`config.mk`:
```
export PLATFORM = sky130hd
export DESIGN_NAME = dtr_unit
export DESIGN_NICKNAME = d
export VERILOG_FILES = /design/src/rtl/dtr_pkg.sv /design/src/rtl/dtr_sel_check.sv /design/src/rtl/dtr_desc_unpack.sv /design/src/rtl/dtr_fetch_fsm.sv /design/src/rtl/dtr_unit.sv
export SDC_FILE = /design/constraint.sdc
export NUM_CORES = 1
export LEC_CHECK = 0
export ABC_AREA = 1
export BUFFER_PORTS_ARGS = -buffer_cell sky130_fd_sc_hd__buf_2
export CAP_MARGIN = 20
export CORE_MARGIN = 2
export CORE_UTILIZATION = 45
export CTS_CLUSTER_SIZE = 20
export DETAILED_ROUTE_END_ITERATION = 8
export GPL_TIMING_DRIVEN = 0
export MAX_ROUTING_LAYER = met4
export PLACE_DENSITY = 0.81
export SLEW_MARGIN = 20
export SYNTH_ARGS = -nofsm -noshare
export SYNTH_HDL_FRONTEND = slang
export SYNTH_SLANG_ARGS = --single-unit
```
`constraint.sdc`:
```
create_clock -name clk -period 2.4 [get_ports clk]
set_input_delay 0.12 -clock clk [delete_from_list [all_inputs] [get_ports clk]]
set_output_delay 0.12 -clock clk [all_outputs]
set_load 0.02 [all_outputs]
```
`src/rtl/dtr_pkg.sv`:
```
package dtr_pkg;
    localparam int ADDR_W = 32;
    localparam int WORD_W = 32;
    localparam int SEL_W  = 16;
    localparam int GLIM_W = 16;
    localparam int LLIM_W = 20;
    localparam int ATTR_W = 12;
    localparam int IDX_LSB = 3;

    typedef enum logic [1:0] {
        OP_LOAD_GLB  = 2'b00,
        OP_STORE_GLB = 2'b01,
        OP_LOAD_LOC  = 2'b10,
        OP_STORE_LOC = 2'b11
    } dtr_op_e;

    typedef enum logic [2:0] {
        S_IDLE,
        S_ADDR_LO,
        S_DATA_LO,
        S_ADDR_HI,
        S_DATA_HI,
        S_COMMIT
    } fetch_state_e;

    typedef struct packed {
        logic [ADDR_W-1:0] base;
        logic [LLIM_W-1:0] limit;
        logic [ATTR_W-1:0] attr;
        logic              valid;
    } ldt_cache_t;
endpackage

```
`src/rtl/dtr_sel_check.sv`:
```
module dtr_sel_check
    import dtr_pkg::*;
#(
    parameter int SW = SEL_W,
    parameter int AW = ADDR_W,
    parameter int LW = GLIM_W
) (
    input  logic [SW-1:0] sel,
    input  logic [AW-1:0] gdt_base,
    input  logic [LW-1:0] gdt_limit,
    output logic          is_null,
    output logic          beyond,
    output logic [AW-1:0] addr_lo,
    output logic [AW-1:0] addr_hi
);
    localparam int CW = (SW > LW ? SW : LW) + 1;
    localparam logic [SW-1:0] LOW_MASK = SW'((1 << IDX_LSB) - 1);

    logic [SW-1:0] offset;
    logic [CW-1:0] last_byte;

    always_comb begin
        offset    = sel & ~LOW_MASK;
        last_byte = CW'(sel | LOW_MASK);
        is_null   = (offset == '0);
        beyond    = last_byte > CW'(gdt_limit);
        addr_lo   = gdt_base + AW'(offset);
        addr_hi   = addr_lo + AW'(4);
    end
endmodule

```
`src/rtl/dtr_desc_unpack.sv`:
```
module dtr_desc_unpack
    import dtr_pkg::*;
(
    input  logic [WORD_W-1:0] word_lo,
    input  logic [WORD_W-1:0] word_hi,
    output ldt_cache_t        fields
);
    always_comb begin
        fields.base  = {word_hi[31:24], word_hi[7:0], word_lo[31:16]};
        fields.limit = {word_hi[19:16], word_lo[15:0]};
        fields.attr  = {word_hi[23:20], word_hi[15:8]};
        fields.valid = 1'b1;
    end
endmodule

```
`src/rtl/dtr_fetch_fsm.sv`:
```
module dtr_fetch_fsm
    import dtr_pkg::*;
#(
    parameter int AW = ADDR_W,
    parameter int WW = WORD_W
) (
    input  logic          clk,
    input  logic          rst_n,
    input  logic          start,
    input  logic [AW-1:0] start_addr_lo,
    input  logic [AW-1:0] start_addr_hi,
    input  logic          mem_req_ready,
    input  logic          mem_rsp_valid,
    input  logic [WW-1:0] mem_rsp_data,
    output logic          busy,
    output logic          mem_req_valid,
    output logic [AW-1:0] mem_req_addr,
    output logic [WW-1:0] word_lo,
    output logic [WW-1:0] word_hi,
    output logic          commit
);
    fetch_state_e state_q, state_d;
    logic [AW-1:0] addr_lo_q, addr_hi_q;
    logic          cap_lo, cap_hi;

    always_ff @(posedge clk) begin
        if (!rst_n) state_q <= S_IDLE;
        else        state_q <= state_d;
    end

    always_comb begin
        state_d = state_q;
        unique case (state_q)
            S_IDLE:    if (start)         state_d = S_ADDR_LO;
            S_ADDR_LO: if (mem_req_ready) state_d = S_DATA_LO;
            S_DATA_LO: if (mem_rsp_valid) state_d = S_ADDR_HI;
            S_ADDR_HI: if (mem_req_ready) state_d = S_DATA_HI;
            S_DATA_HI: if (mem_rsp_valid) state_d = S_COMMIT;
            S_COMMIT:                     state_d = S_IDLE;
            default:                      state_d = S_IDLE;
        endcase
    end

    always_comb begin
        busy          = 1'b1;
        mem_req_valid = 1'b0;
        mem_req_addr  = addr_lo_q;
        cap_lo        = 1'b0;
        cap_hi        = 1'b0;
        commit        = 1'b0;
        unique case (state_q)
            S_IDLE:    busy = 1'b0;
            S_ADDR_LO: mem_req_valid = 1'b1;
            S_DATA_LO: cap_lo = mem_rsp_valid;
            S_ADDR_HI: begin
                mem_req_valid = 1'b1;
                mem_req_addr  = addr_hi_q;
            end
            S_DATA_HI: cap_hi = mem_rsp_valid;
            S_COMMIT:  commit = 1'b1;
            default:   busy = 1'b0;
        endcase
    end

    always_ff @(posedge clk) begin
        if (!rst_n) begin
            addr_lo_q <= '0;
            addr_hi_q <= '0;
            word_lo   <= '0;
            word_hi   <= '0;
        end else begin
            if (start && state_q == S_IDLE) begin
                addr_lo_q <= start_addr_lo;
                addr_hi_q <= start_addr_hi;
            end
            if (cap_lo) word_lo <= mem_rsp_data;
            if (cap_hi) word_hi <= mem_rsp_data;
        end
    end
endmodule

```
`src/rtl/dtr_unit.sv`:
```
module dtr_unit
    import dtr_pkg::*;
(
    input  logic              clk,
    input  logic              rst_n,
    input  logic              cmd_valid,
    input  logic [1:0]        cmd_op,
    input  logic [ADDR_W-1:0] cmd_base,
    input  logic [GLIM_W-1:0] cmd_limit,
    input  logic [SEL_W-1:0]  cmd_sel,
    input  logic              ts_valid,
    input  logic [SEL_W-1:0]  ts_sel,
    input  logic [ADDR_W-1:0] ts_base,
    input  logic [LLIM_W-1:0] ts_limit,
    input  logic [ATTR_W-1:0] ts_attr,
    output logic              mem_req_valid,
    output logic [ADDR_W-1:0] mem_req_addr,
    input  logic              mem_req_ready,
    input  logic              mem_rsp_valid,
    input  logic [WORD_W-1:0] mem_rsp_data,
    output logic              busy,
    output logic              fault,
    output logic              st_valid,
    output logic [ADDR_W-1:0] st_base,
    output logic [GLIM_W-1:0] st_limit,
    output logic [SEL_W-1:0]  st_sel,
    output logic [ADDR_W-1:0] ldt_base,
    output logic [LLIM_W-1:0] ldt_limit,
    output logic [ATTR_W-1:0] ldt_attr,
    output logic              ldt_valid
);
    localparam ldt_cache_t CACHE_RST = '{base: '0, limit: LLIM_W'(16'hFFFF), attr: '0, valid: 1'b0};

    logic [ADDR_W-1:0] gdt_base_q;
    logic [GLIM_W-1:0] gdt_limit_q;
    logic [SEL_W-1:0]  ldt_sel_q, pend_sel_q;
    ldt_cache_t        cache_q, fetched;

    logic              is_null, beyond, accept, ts_take, start, commit;
    logic [ADDR_W-1:0] addr_lo, addr_hi;
    logic [WORD_W-1:0] word_lo, word_hi;
    dtr_op_e           op;

    assign op      = dtr_op_e'(cmd_op);
    assign ts_take = ts_valid && !busy;
    assign accept  = cmd_valid && !busy && !ts_valid;
    assign start   = accept && op == OP_LOAD_LOC && !is_null && !beyond;

    dtr_sel_check u_check (
        .sel       (cmd_sel),
        .gdt_base  (gdt_base_q),
        .gdt_limit (gdt_limit_q),
        .is_null   (is_null),
        .beyond    (beyond),
        .addr_lo   (addr_lo),
        .addr_hi   (addr_hi)
    );

    dtr_fetch_fsm u_fsm (
        .clk           (clk),
        .rst_n         (rst_n),
        .start         (start),
        .start_addr_lo (addr_lo),
        .start_addr_hi (addr_hi),
        .mem_req_ready (mem_req_ready),
        .mem_rsp_valid (mem_rsp_valid),
        .mem_rsp_data  (mem_rsp_data),
        .busy          (busy),
        .mem_req_valid (mem_req_valid),
        .mem_req_addr  (mem_req_addr),
        .word_lo       (word_lo),
        .word_hi       (word_hi),
        .commit        (commit)
    );

    dtr_desc_unpack u_unpack (
        .word_lo (word_lo),
        .word_hi (word_hi),
        .fields  (fetched)
    );

    always_ff @(posedge clk) begin
        if (!rst_n) begin
            gdt_base_q  <= '0;
            gdt_limit_q <= '1;
            ldt_sel_q   <= '0;
            pend_sel_q  <= '0;
            cache_q     <= CACHE_RST;
            fault       <= 1'b0;
            st_valid    <= 1'b0;
            st_base     <= '0;
            st_limit    <= '0;
            st_sel      <= '0;
        end else begin
            fault    <= 1'b0;
            st_valid <= 1'b0;
            if (ts_take) begin
                ldt_sel_q <= ts_sel;
                cache_q   <= '{base: ts_base, limit: ts_limit, attr: ts_attr, valid: 1'b1};
            end else if (commit) begin
                ldt_sel_q <= pend_sel_q;
                cache_q   <= fetched;
            end else if (accept) begin
                unique case (op)
                    OP_LOAD_GLB: begin
                        gdt_base_q  <= cmd_base;
                        gdt_limit_q <= cmd_limit;
                    end
                    OP_STORE_GLB: begin
                        st_valid <= 1'b1;
                        st_base  <= gdt_base_q;
                        st_limit <= gdt_limit_q;
                        st_sel   <= '0;
                    end
                    OP_LOAD_LOC: begin
                        if (is_null) begin
                            ldt_sel_q <= cmd_sel;
                            cache_q   <= '0;
                        end else if (beyond) begin
                            fault <= 1'b1;
                        end else begin
                            pend_sel_q <= cmd_sel;
                        end
                    end
                    OP_STORE_LOC: begin
                        st_valid <= 1'b1;
                        st_base  <= '0;
                        st_limit <= '0;
                        st_sel   <= ldt_sel_q;
                    end
                    default: ;
                endcase
            end
        end
    end

    assign ldt_base  = cache_q.base;
    assign ldt_limit = cache_q.limit;
    assign ldt_attr  = cache_q.attr;
    assign ldt_valid = cache_q.valid;
endmodule

```
**Word level (Yosys, flattened, before mapping)**

Cells that the tools add are included.

- Bits in registers: 342
- Input bits: 184
- Output and inout port bits: 165
- Logic and storage cells: 96

- $add $sub $neg: 2
- Magnitude comparators: 1
- Equal/unequal tests: 13
- Mux-type cells: 27
- Bitwise gates (word level): 7
- Reduce and logical (&&, ||, !) cells: 28

Operators by type and width:

| operator | count |
|---|---|
| 2-to-1 mux 65 bit | 5 |
| 2-to-1 mux 16 bit | 5 |
| one-hot mux 16 bit (2 select lines) | 2 |
| one-hot mux 32 bit (2 select lines) | 1 |
| adder 32 x 16 -> 32 bit | 1 |
| adder 32 x 3 -> 32 bit, second input constant | 1 |
| 2-to-1 mux 32 bit | 1 |
| > comparator 16 bit | 1 |
| zero test 16 bit | 1 |
| 2-to-1 mux 3 bit | 5 |
| one-hot mux 3 bit (5 select lines) | 1 |
| nonzero test 3 bit | 3 |
| inequality test 2 bit, second input constant | 4 |
| AND reduction 4 bit | 2 |
| logical AND 1 bit | 7 |
| 2-to-1 mux 1 bit | 7 |
| NOT 1 bit | 7 |
| == test 3 x 2 -> 1 bit, second input constant | 2 |
| == test 3 bit, second input constant | 2 |
| AND reduction 6 bit | 1 |
| OR reduction 6 bit | 1 |
| AND reduction 5 bit | 1 |
| OR reduction 5 bit | 1 |
| == test 2 bit, second input constant | 2 |
| other kinds (10) | 14 |

**Logic depth before layout (Yosys ltp)**

Gate-level depths: netlist of the first run.

- Depth in word-level cells: 11
- Mapped depth: 20
- Depth with buffers taken out: 20

**By module**

Synthesis of the first run repeated with hierarchy kept, for this count alone.

- Cells, all modules: 2781
- Area total of the unflattened synthesis: 17963.5 um^2

By module, submodules not included:

| module | instances | cells an instance | area each (um^2) |
|---|---|---|---|
| dtr_unit | 1 | 1476 | 9511.6 |
| dtr_fetch_fsm | 1 | 668 | 5098.6 |
| dtr_sel_check | 1 | 571 | 2861.5 |
| dtr_desc_unpack | 1 | 66 | 491.7 |

**Worst setup path before layout of the first run**

OpenSTA, ideal clock, no wires.

- Kind: reg-to-reg
- Start: register gdt_base_q[3]
- End: register u_fsm.addr_hi_q[31]
- Setup time: 0.109 ns
- Data arrival time: 2.357 ns
- Data required time: 2.291 ns
- Slack: -0.065 ns
- Cell stages (with the launch flop): 18
- Path buffers: 0
- Period minus slack after synthesis: 2.465 ns
- Cell sequence: dfxtp_1 > ha_1 > fa_1 > nand3_1 > nor2_1 > nand3_1 > nor2_1 > nand2_2 > nor2_4 > nand2_2 > nor2_4 > nand2_1 > nor2_2 > nand2_1 > nand2_1 > nand3_1 > nand2_1 > inv_1

- Word-level cells in the longest chain between the ends: 2

RTL lines:

| element | RTL line | text |
|---|---|---|
| start, declared | dtr_unit.sv:34 | `logic [ADDR_W-1:0] gdt_base_q;` |
| start signal, assigned | dtr_unit.sv:106 | `gdt_base_q <= cmd_base;` |
| adder 32 x 16 -> 32 bit | dtr_sel_check.sv:27 | `addr_lo = gdt_base + AW'(offset);` |
| named net addr_lo[4] | dtr_unit.sv:40 | `logic [ADDR_W-1:0] addr_lo, addr_hi;` |
| adder 32 x 3 -> 32 bit | dtr_sel_check.sv:28 | `addr_hi = addr_lo + AW'(4);` |
| end signal, assigned | dtr_fetch_fsm.sv:74 | `addr_hi_q <= start_addr_hi;` |
| end, declared | dtr_fetch_fsm.sv:23 | `logic [AW-1:0] addr_lo_q, addr_hi_q;` |

The timed path passes the listed nets, and every way through them passes these cells.
A chain may end at the register's enable or synchronous reset.

**Worst setup path after layout of the first run**

- Start: register gdt_base_q[3]
- End: register u_fsm.addr_hi_q[20]

The elaborated chain is that of the path after synthesis.

==> flow_results.org, run 1 <==
** Synth
- In the synthesized netlist, the number of instances is roughly 2.3k.
- Synthesis produced a netlist with a net count of 2,469.
- Sorting the synthesized cells by area gives the leading types as dfxtp_1, nand2_1, o21ai_0.
- For this run, the register share of the synthesized area comes to 0.4261.
- The synthesized netlist occupies a cell area of 15,980 um2.
- Top cell type's share of synthesized area :: 0.4261
- Avg Inst Size Synth :: around 7.1 um2
- The Yosys step of the flow raised 0 warnings.
- Number of enable flip-flop cells after synthesis :: 0
- dfxtp_1 takes more of the synthesized area than any other cell.
- Synthesis instantiated 42 different standard cells from the library.
- After synthesis, the share of flip-flops with an asynchronous set or reset is 0.
- Among all flip-flop cells after synthesis, the most frequent one is dfxtp_1.
- Counting flops and latches in the post-synthesis netlist gives 340.

** Route
- Metal-1 WL :: 25,900 um
- In this run the remaining antenna-violating nets after routing total 0.
- Highest metal used :: met4
- DRC :: 0
- DR vias :: 19.09k
- In the final routed layout, each cell accounts on average for 20.76 um.
- The first detailed-routing pass ran for 8 iterations.
- Detailed routing placed a total of 6807 um of wire on met3.
- Vias per Instance :: 5.732
- In this run, the number of DRC markers left after iteration 0 of detailed routing was between 1.5k and 2k.
- In the detailed route, the total length drawn on met2 is roughly 32,000 um.
- Summed over all layers, the routed wires come to 69,120 um.

** Critical path
- For the worst setup path, the data required time is 2820 ps.
- Critical-path cell list :: ha_4 -> fa_2 -> buf_4 -> nand2_2 -> nor2_2 -> nand3_2 -> nor2_4 -> nand3_4 -> buf_6 -> nor2_4 -> nand3_2 -> nor2_4 -> xor2_1 -> a21oi_1
- Startpoint types :: flip-flop
- Crit Path Class :: flip-flop to flip-flop
- STA classifies the critical path endpoint as a flip-flop.
- Top Family by Delay on Critical Path :: simple AND/OR/NAND/NOR gates
- The number of buffers and inverters on the critical path is 2.
- Arr. time, crit path :: 3100 ps
- Biggest cell delay along the critical path :: 570 ps
- Cell with the biggest individual delay on the critical path :: fa_2
- Most common cell type on the critical path :: nor2_4
- Of all nets on the critical path, the largest fanout is 3.

** Place
- Worst-case setup slack after placement :: -493.0 ps
- In this run the cell area measured after placement is 18,320 um2.
- Final estimated routing congestion in global placement :: 0.9771
- Port Buffer Count :: 347
- Detailed Place HPWL :: 48,460 um

** Final layout
- Synth-to-layout area growth :: 38.82%
- For this run, the post-layout net count is approximately 3k.
- Share of cells above drive strength 1 :: 0.2349
- Design area :: 22,180 um2
- 0 antenna diodes ended up in the layout.

** CTS
- Counting the buffers created by CTS gives 39.
- TritonCTS clock tree :: built
- In this run the clock root is driven by a clkbuf_16.
- Post-CTS clock slew at the launch and capture registers of the worst setup and hold paths :: 60 ps
- TritonCTS Sinks :: 340
- At the later pin of the worst-skew pair, clock insertion delay measures 540 ps.
- Number of buffers between clock root and the deepest sink :: 3
- Number of H-tree levels :: 2

** STA
- Final hold analysis gives a worst-case slack of 30.54 ps.
- Timing would allow up to 0.3724 GHz.
- Setup clock skew after layout :: about 16 ps
- Pins Over Slew Limit :: 0
- Share of the cycle needed by the critical path after routing :: 1.119
- Counting I/O delays and the setup requirement, the final critical path takes 2685 ps.
- Setup violations remaining at the end of the flow were counted as 20.
- Setup repair after global routing could not meet its margin everywhere.
- The number of endpoints with negative hold slack in the final report was 0.
- In the final timing run, aggregate negative setup slack is -3593 ps.
- Crit path setup slack, layout :: -285.5 ps
- Slew Limit Headroom :: 0.3277
- At the pin with the least slew margin, the transition time is a little over 1000 ps.

** Global routing
- Global-route wire length before repair :: 101,200 um
- The via count of the first global-routing pass was about 18k.
- Pin count of the biggest net entering global routing :: 14
- After global routing the overflow that remains totals 0.
- For this run, the total global-route usage over all layers was measured as 0.3684.
- Initial antenna violation count :: 0

** Min path
- The tightest min-delay check is of the input port to flip-flop type.

** Power
- The analysis attributes to cell leakage a power of about 0.010 uW.
- PwrDens :: 821.6 nW/um2
- VDD sags by at most 0.6649 mV.
- Pwr Total :: 18,220 uW

** Die
- Die Y-Extent :: 192.4 um
- I/O pins :: 349
- Horizontal extent of the die :: 192.4 um
- Starting utilization of the core area :: 0.4535
- Core area :: between 30,000 and 40,000 um2
- The floorplan step defined a die boundary enclosing between 30,000 and 40,000 um2.
- Cell row count :: 69

** Flow run
- Max Cap Violations :: 0

** Outcome
- The final reports fail on setup timing.
- Run status :: finished with violations
## what timing repair did
| action | in CTS | in global routing |
|---|---|---|
| hold endpoints to repair | 193 | 0 |
| hold buffers | 161 | 0 |
| setup buffers | 28 | 14 |
| pin swaps | 33 | 26 |
| gates resized for setup | 123 | 99 |
| setup endpoints to repair | 224 | 251 |
## kinds of logic (layout without fill, tap and decap cells)
kind of cell / after synthesis / in the layout / share of synthesized area
and+or+nand+nor: 888 / 888 / 0.2447
adders and majority gates: 28 / 28 / 0.02240
AOI/OAI and AO/OA: 575 / 575 / 0.1985
buffers and inverters: 411 / 1023 / 0.09994
DFF: 340 / 340 / 0.4261
muxes: 1 / 1 / 0.0007048
xor gates and xnor gates: 14 / 14 / 0.007676
## per-stage QoR
step	util	cells
after floorplan	-	2257
after global placement	0.5199	3065
after detailed placement	0.5202	3066
after CTS	0.6210	3321
after global routing	0.6296	3330
final	0.6296	3330
## sequential cells by signal, summed over array words and instances (netlist names), 3 cells and up
signal / flops
st_base: 32
u_fsm.word_lo: 32
pend_sel_q: 16
u_fsm.word_hi: 32
ldt_base: 32
u_fsm.addr_hi_q: 32
st_limit: 16
ldt_attr: 12
st_sel: 16
ldt_sel_q: 16
ldt_limit: 20
gdt_base_q: 32
u_fsm.state_q: 3
u_fsm.addr_lo_q: 30
gdt_limit_q: 16
## per-layer routing
metal  global-route usage  vias to the layer above
met5                    -                        -
met4               0.2035                        0
met3              0.06074                      286
met2               0.6058                     1317
met1               0.4296                     8810
li1                     -                     8674
## where the power goes
group / switching (uW) / internal, uW
combinational: 3620 / 1680
sequential: 423 / 6320
clock: 2450 / 3730
## worst min-delay path, stage by stage
cell and delay [ps]:
buf_2 170, o21ai_0 180, a21oi_1 50
## cell type report
class                   instances  area (um2)
fillers                      2967       13050
multi-input cells            1506        8144
flip-flops and latches        340        6817
repair buffers                547        3664
clock buffers                  54        1135
inverters                     267        1003
plain buffers                 141       661.9
well taps                     461       576.8
clock inverters                14       175.2
## final timing paths
| path | from | to | slack, ps | cells after the start |
|---|---|---|---|---|
| setup / recovery | gdt_base_q[3]$_SDFFE_PN0P_ | u_fsm.addr_hi_q[20]$_SDFFE_PN0P_ | -290 | 14 |
| hold / removal | cmd_sel[9] | pend_sel_q[9]$_SDFFE_PN0P_ | 30 | 3 |
| setup reg to reg | gdt_base_q[3]$_SDFFE_PN0P_ | u_fsm.addr_hi_q[20]$_SDFFE_PN0P_ | -290 | 14 |
| hold reg to reg | u_fsm.addr_lo_q[23]$_SDFFE_PN0P_ | u_fsm.addr_lo_q[23]$_SDFFE_PN0P_ | 450 | 2 |
## cells in the final DEF, fill, tap and decap left out, drive strengths merged
| master | Yosys | layout |
|---|---|---|
| a211oi | 25 | 25 |
| a21boi | 1 | 1 |
| a21oi | 204 | 204 |
| a31oi | 34 | 34 |
| and2 | 5 | 5 |
| and3 | 2 | 2 |
| buf | 37 | 419 |
| bufinv | 0 | 4 |
| clkbuf | 107 | 162 |
| clkinv | 1 | 9 |
| clkinvlp | 0 | 2 |
| dfxtp | 340 | 340 |
| dlygate4sd3 | 0 | 161 |
| fa | 1 | 1 |
| ha | 27 | 27 |
| inv | 266 | 266 |
| mux2 | 1 | 1 |
| nand2 | 420 | 420 |
| nand3 | 113 | 113 |
| nand3b | 2 | 2 |
| nand4 | 81 | 81 |
| nor2 | 247 | 247 |
| nor3 | 13 | 13 |
| nor4 | 3 | 3 |
| o2111ai | 16 | 16 |
| o211ai | 1 | 1 |
| o21a | 1 | 1 |
| o21ai | 245 | 245 |
| o21bai | 1 | 1 |
| o22ai | 32 | 32 |
| o31ai | 15 | 15 |
| or2 | 2 | 2 |
| xnor2 | 1 | 1 |
| xor2 | 13 | 13 |
## Yosys cell counts, drive strengths merged, types with 5 or more instances
| library cell | count |
|---|---|
| nor2 | 247 |
| a21oi | 204 |
| a211oi | 25 |
| inv | 266 |
| nand2 | 420 |
| nor3 | 13 |
| nand3 | 113 |
| buf | 37 |
| xor2 | 13 |
| nand4 | 81 |
| o31ai | 15 |
| dfxtp | 340 |
| a31oi | 34 |
| ha | 27 |
| o22ai | 32 |
| clkbuf | 107 |
| o2111ai | 16 |
| and2 | 5 |
| o21ai | 245 |
Power figures use the tool's default switching activity.
==> run 2: changes to the inputs <==
--- a/config.mk
+++ b/config.mk
@@ -12,7 +12,6 @@
 export CORE_UTILIZATION = 45
 export CTS_CLUSTER_SIZE = 20
 export DETAILED_ROUTE_END_ITERATION = 8
-export GPL_TIMING_DRIVEN = 0
 export MAX_ROUTING_LAYER = met4
 export PLACE_DENSITY = 0.81
 export SLEW_MARGIN = 20
==> run 2 against run 1 <==
  * The run still ends with setup timing left
  * Clock power is 4.2% lower
  * Critical path depth is 3 higher
  * Sequential share of layout area is 0.62 points lower
  * Global-route usage is 3.2 points lower
  * Core utilization is 1.3 points higher
  * Non-clock buffer count is 13 lower
  * Power is 1.7% lower
  * Clock skew is 15 ps higher
  * Flip-flop and latch count stayed put
  * First-iteration DRC count is 3.5% lower
  * Critical endpoint is now u_fsm.addr_hi_q[17]$_SDFFE_PN0P_
  * Largest power group unchanged
  * Highest routed layer unchanged
==> flow_results.org, run 2 (synthesized netlist as in run 1, its figures left out) <==
** Outcome
- Run status: finished with violations (unchanged).
- Violations in the final reports: setup timing (unchanged).

** Critical path
- The end of the worst register-to-register path was u_fsm.addr_hi_q[17]$_SDFFE_PN0P_ (was u_fsm.addr_hi_q[20]$_SDFFE_PN0P_).
- The sort of element at the start of the critical path is a flip-flop (unchanged).
- The largest fanout on the critical path came to 3 (unchanged).
- The startpoint of the worst register-to-register path was gdt_base_q[3]$_SDFFE_PN0P_ (unchanged).
- The endpoint kind of the worst setup timing path is a flip-flop (unchanged).
- Arr. time, crit path :: 3000 ps (was 3100 ps)
- Critical-path cell list: ha_4 -> fa_2 -> nand3_2 -> nor2_1 -> nand3_1 -> nor2_2 -> nand2_2 -> buf_4 -> buf_6 -> inv_2 -> nand2_2 -> nor2_4 -> nand2_2 -> xor2_1 -> nand2_1 -> nand2_1 -> inv_1 (was ha_4 -> fa_2 -> buf_4 -> nand2_2 -> nor2_2 -> nand3_2 -> nor2_4 -> nand3_4 -> buf_6 -> nor2_4 -> nand3_2 -> nor2_4 -> xor2_1 -> a21oi_1).
- The logic depth of the worst register-to-register path was 17 (was 14).
- Biggest cell delay along the critical path :: 580 ps (was 570 ps)
- The kind of cell adding the most delay to the critical path is simple AND/OR/NAND/NOR gates (unchanged).
- Critical path required time :: 2820 ps (about the same)
- The dominant cell type by count on the critical path is nand2_2 (was nor2_4).
- The start-to-end type of the worst setup path is flip-flop to flip-flop (unchanged).
- Cell with the biggest individual delay on the critical path :: fa_2 (unchanged)
- Critical path buffer and inverter count :: 4 (was 2)
- Worst R2R Setup Slack :: -180 ps (was -290 ps)

** Power
- The net switching power of the design is 6355 uW (was 6494 uW).
- The leakage power came to 0.01039 uW (was 0.009991 uW).
- The share of total power in the clock network came to 0.330 (was 0.339).
- Combinational share of power :: 0.297 (was 0.291)
- The net switching fraction of the power came to 0.3547 (was 0.3564).
- The worst vdd rail ir drop was 0.6297 mV (was 0.6649 mV).
- Share of power burned in registers :: 0.373 (was 0.370)
- The internal power is 11,560 uW (was 11,730 uW).
- The areal power density over the cells was 791.7 nW/um2 (was 821.6 nW/um2).

** CTS
- The clock buffer count from CTS is 37 (was 39).
- Number of buffers between clock root and the deepest sink :: 3 (unchanged)
- The TritonCTS clock tree is built (unchanged).
- The cell chosen for the clock root is clkbuf_16 (unchanged).
- Clock latency on the worst-skew pair :: 540 ps (about the same)
- Number of H-tree levels :: 2 (unchanged)
- The clock input transition at the sequential cells of the worst setup and hold paths is 60 ps (about the same).
- TritonCTS Sinks :: 340 (unchanged)

** Die
- Starting utilization of the core area :: 0.4535 (unchanged)
- Die Y-Extent :: 192.4 um (unchanged)
- The floorplan row count came to 69 (unchanged).
- The standard cell core area is 35,220 um2 (unchanged).
- I/O pins :: 349 (unchanged)
- The floorplan die area is 37,020 um2 (unchanged).
- The die width came to 192.4 um (unchanged).

** Place
- Worst-case setup slack after placement :: -217.4 ps (was -493.0 ps)
- Cell count after placement :: 3,070 (was 3,066)
- The routability-driven placement congestion ratio was 0.9487 (was 0.9771).
- Port Buffer Count :: 348 (was 347)
- Cell area after placement :: 19,010 um2 (was 18,320 um2)
- The half-perimeter wire length after placement came to 40,900 um (was 48,460 um).

** STA
- The final period utilization was 1.074 (was 1.119).
- Final Hold Violating Endpoints :: 0 (unchanged)
- The final setup slack of the worst path came to -178.7 ps (was -285.5 ps).
- The worst setup skew after layout is 30.42 ps (was 15.90 ps).
- RSZ-0062 raised after global routing :: yes (unchanged)
- The tightest slew margin relative to the limit was 0.5798 (was 0.3277).
- Actual slew at the worst max-slew pin :: 630.4 ps (was 1008 ps)
- Minimum hold slack :: 22.88 ps (was 30.54 ps)
- The count of final setup violators was 17 (was 20).
- The highest achievable clock rate is 0.3878 GHz (was 0.3724 GHz).
- The final number of max-transition violations came to 0 (unchanged).
- Minimum clock period after layout :: 2579 ps (was 2685 ps)

** Global routing
- The total congestion overflow after global routing was 0 (unchanged).
- The overall fraction of global-route tracks in use is 0.3369 (was 0.3684).
- The maximum number of pins on one net before global-route repair was 106 (was 14).
- The initial antenna violation count is 7 (was 0).
- Global-route wire length before repair :: 95,580 um (was 101,200 um)
- The via count of the first global-routing pass was 18.03k (was 18.15k).

** Final layout
- Commonest non-fill, non-tap cell in the layout :: nand2_1 (was buf_2)
- The final net count is 3,039 (was 3,054).
- Most used cells in the layout excluding fill and tap cells: nand2_1, buf_2, dfxtp_1, inv_1, o21ai_0 (was buf_2, nand2_1, dfxtp_1, inv_1, o21ai_0).
- Synth-to-layout area growth :: 41.66% (was 38.82%)
- The fraction of layout cells with a size suffix above 1 is 0.2664 (was 0.2349).
- Final Non-Filler Cells :: 3,321 (was 3,330)
- Design area :: 22,630 um2 (was 22,180 um2)

** Min path
- The sink of the worst hold path was ldt_attr[1]$_SDFFE_PN0P_ (was pend_sel_q[9]$_SDFFE_PN0P_).
- WHS Path Cells :: 5 (was 3)
- The worst hold-check path type is input port to flip-flop (unchanged).
- The hold path startpoint is ts_attr[1] (was cmd_sel[9]).

** Route
- Average wire per standard cell :: 19.02 um (was 20.76 um)
- The post-route antenna net violation count is 0 (unchanged).
- Vias per Instance :: 5.608 (was 5.732)
- The count of vias placed by the detailed router was 18.62k (was 19.09k).
- Detailed Routing Iterations Pass 1 :: 7 (was 8)
- Initial DRC Count :: 1,602 (was 1,660)
- The DRC violation count after routing is 0 (unchanged).
- The total length of routed wires came to 63,170 um (was 69,120 um).

** Flow run
- Max Cap Violations :: 0 (unchanged)
-- run 2: cell types whose count changed in the layout (fill, tap and decap cells not counted), sizes merged --
cell / previous run / this run
clkinvlp: 2 / 3
diode: 0 / 7
buf: 419 / 514
inv: 266 / 267
clkinv: 9 / 14
clkbuf: 162 / 44
-- run 2: cell type report --
cell class,count,area (um2)
Inverter,267,1003
Antenna cell,7,17.52
Multi-Input combinational cell,1506,8193
Tap cell,461,576.8
Clock inverter,21,252.7
Clock buffer,44,1003
Sequential cell,340,6815
Fill cell,2817,12590
Timing Repair Buffer,675,4768
-- run 2: layer usage --
metal | global-route usage | part of all wire
met3 | 0.05874 | 0.087
met1 | 0.3851 | 0.38
met4 | 0.1682 | 0.057
met2 | 0.5692 | 0.48
met5 | - | 0
-- run 2: power by group through the flow --
stage | Sequential, uW | Clock (uW) | Combinational [uW]
after floorplan | 7080 | 0 | 2570
after global placement | 6730 | 0 | 4630
after detailed placement | 6750 | 0 | 4720
after CTS | 6640 | 5960 | 4980
after global routing | 6740 | 6180 | 5720
final | 6690 | 5920 | 5310
-- run 2: tightest hold or removal path: stages --
cell and delay [ps]:
buf_2 90, inv_1 40, o22ai_1 60, nor2_1 110
nor2_1 70
-- run 2: worst max path at each step --
stage                                    start                          endpoint  cells past startpoint
global route        gdt_base_q[3]$_SDFFE_PN0P_  u_fsm.addr_hi_q[29]$_SDFFE_PN0P_                     16
global placement    gdt_base_q[3]$_SDFFE_PN0P_  u_fsm.addr_hi_q[28]$_SDFFE_PN0P_                     18
floorplan           gdt_base_q[3]$_SDFFE_PN0P_  u_fsm.addr_hi_q[31]$_SDFFE_PN0P_                     17
finish              gdt_base_q[3]$_SDFFE_PN0P_  u_fsm.addr_hi_q[17]$_SDFFE_PN0P_                     17
detailed placement  gdt_base_q[3]$_SDFFE_PN0P_  u_fsm.addr_hi_q[31]$_SDFFE_PN0P_                     18
CTS                 gdt_base_q[3]$_SDFFE_PN0P_  u_fsm.addr_hi_q[28]$_SDFFE_PN0P_                     15
-- run 2: stage by stage --
step	power [uW]	TNS, ps	utilization
6_report	17920	-1734	0.6425
4_1_cts	17590	-752.1	0.6270
5_1_grt	18640	-5165	0.6425
2_1_floorplan	9653	-60.22	-
3_5_place_dp	11470	-2445	0.5396
3_3_place_gp	11360	-1310	0.5396
-- run 2: repair_timing --
item                                   in CTS  in global routing
resized for setup                          35                118
setup endpoints to repair                  19                 83
hold buffers                              161                  0
endpoints found under the hold margin     202                  0
buffers inserted                           11                  7
pin swaps                                  19                 27
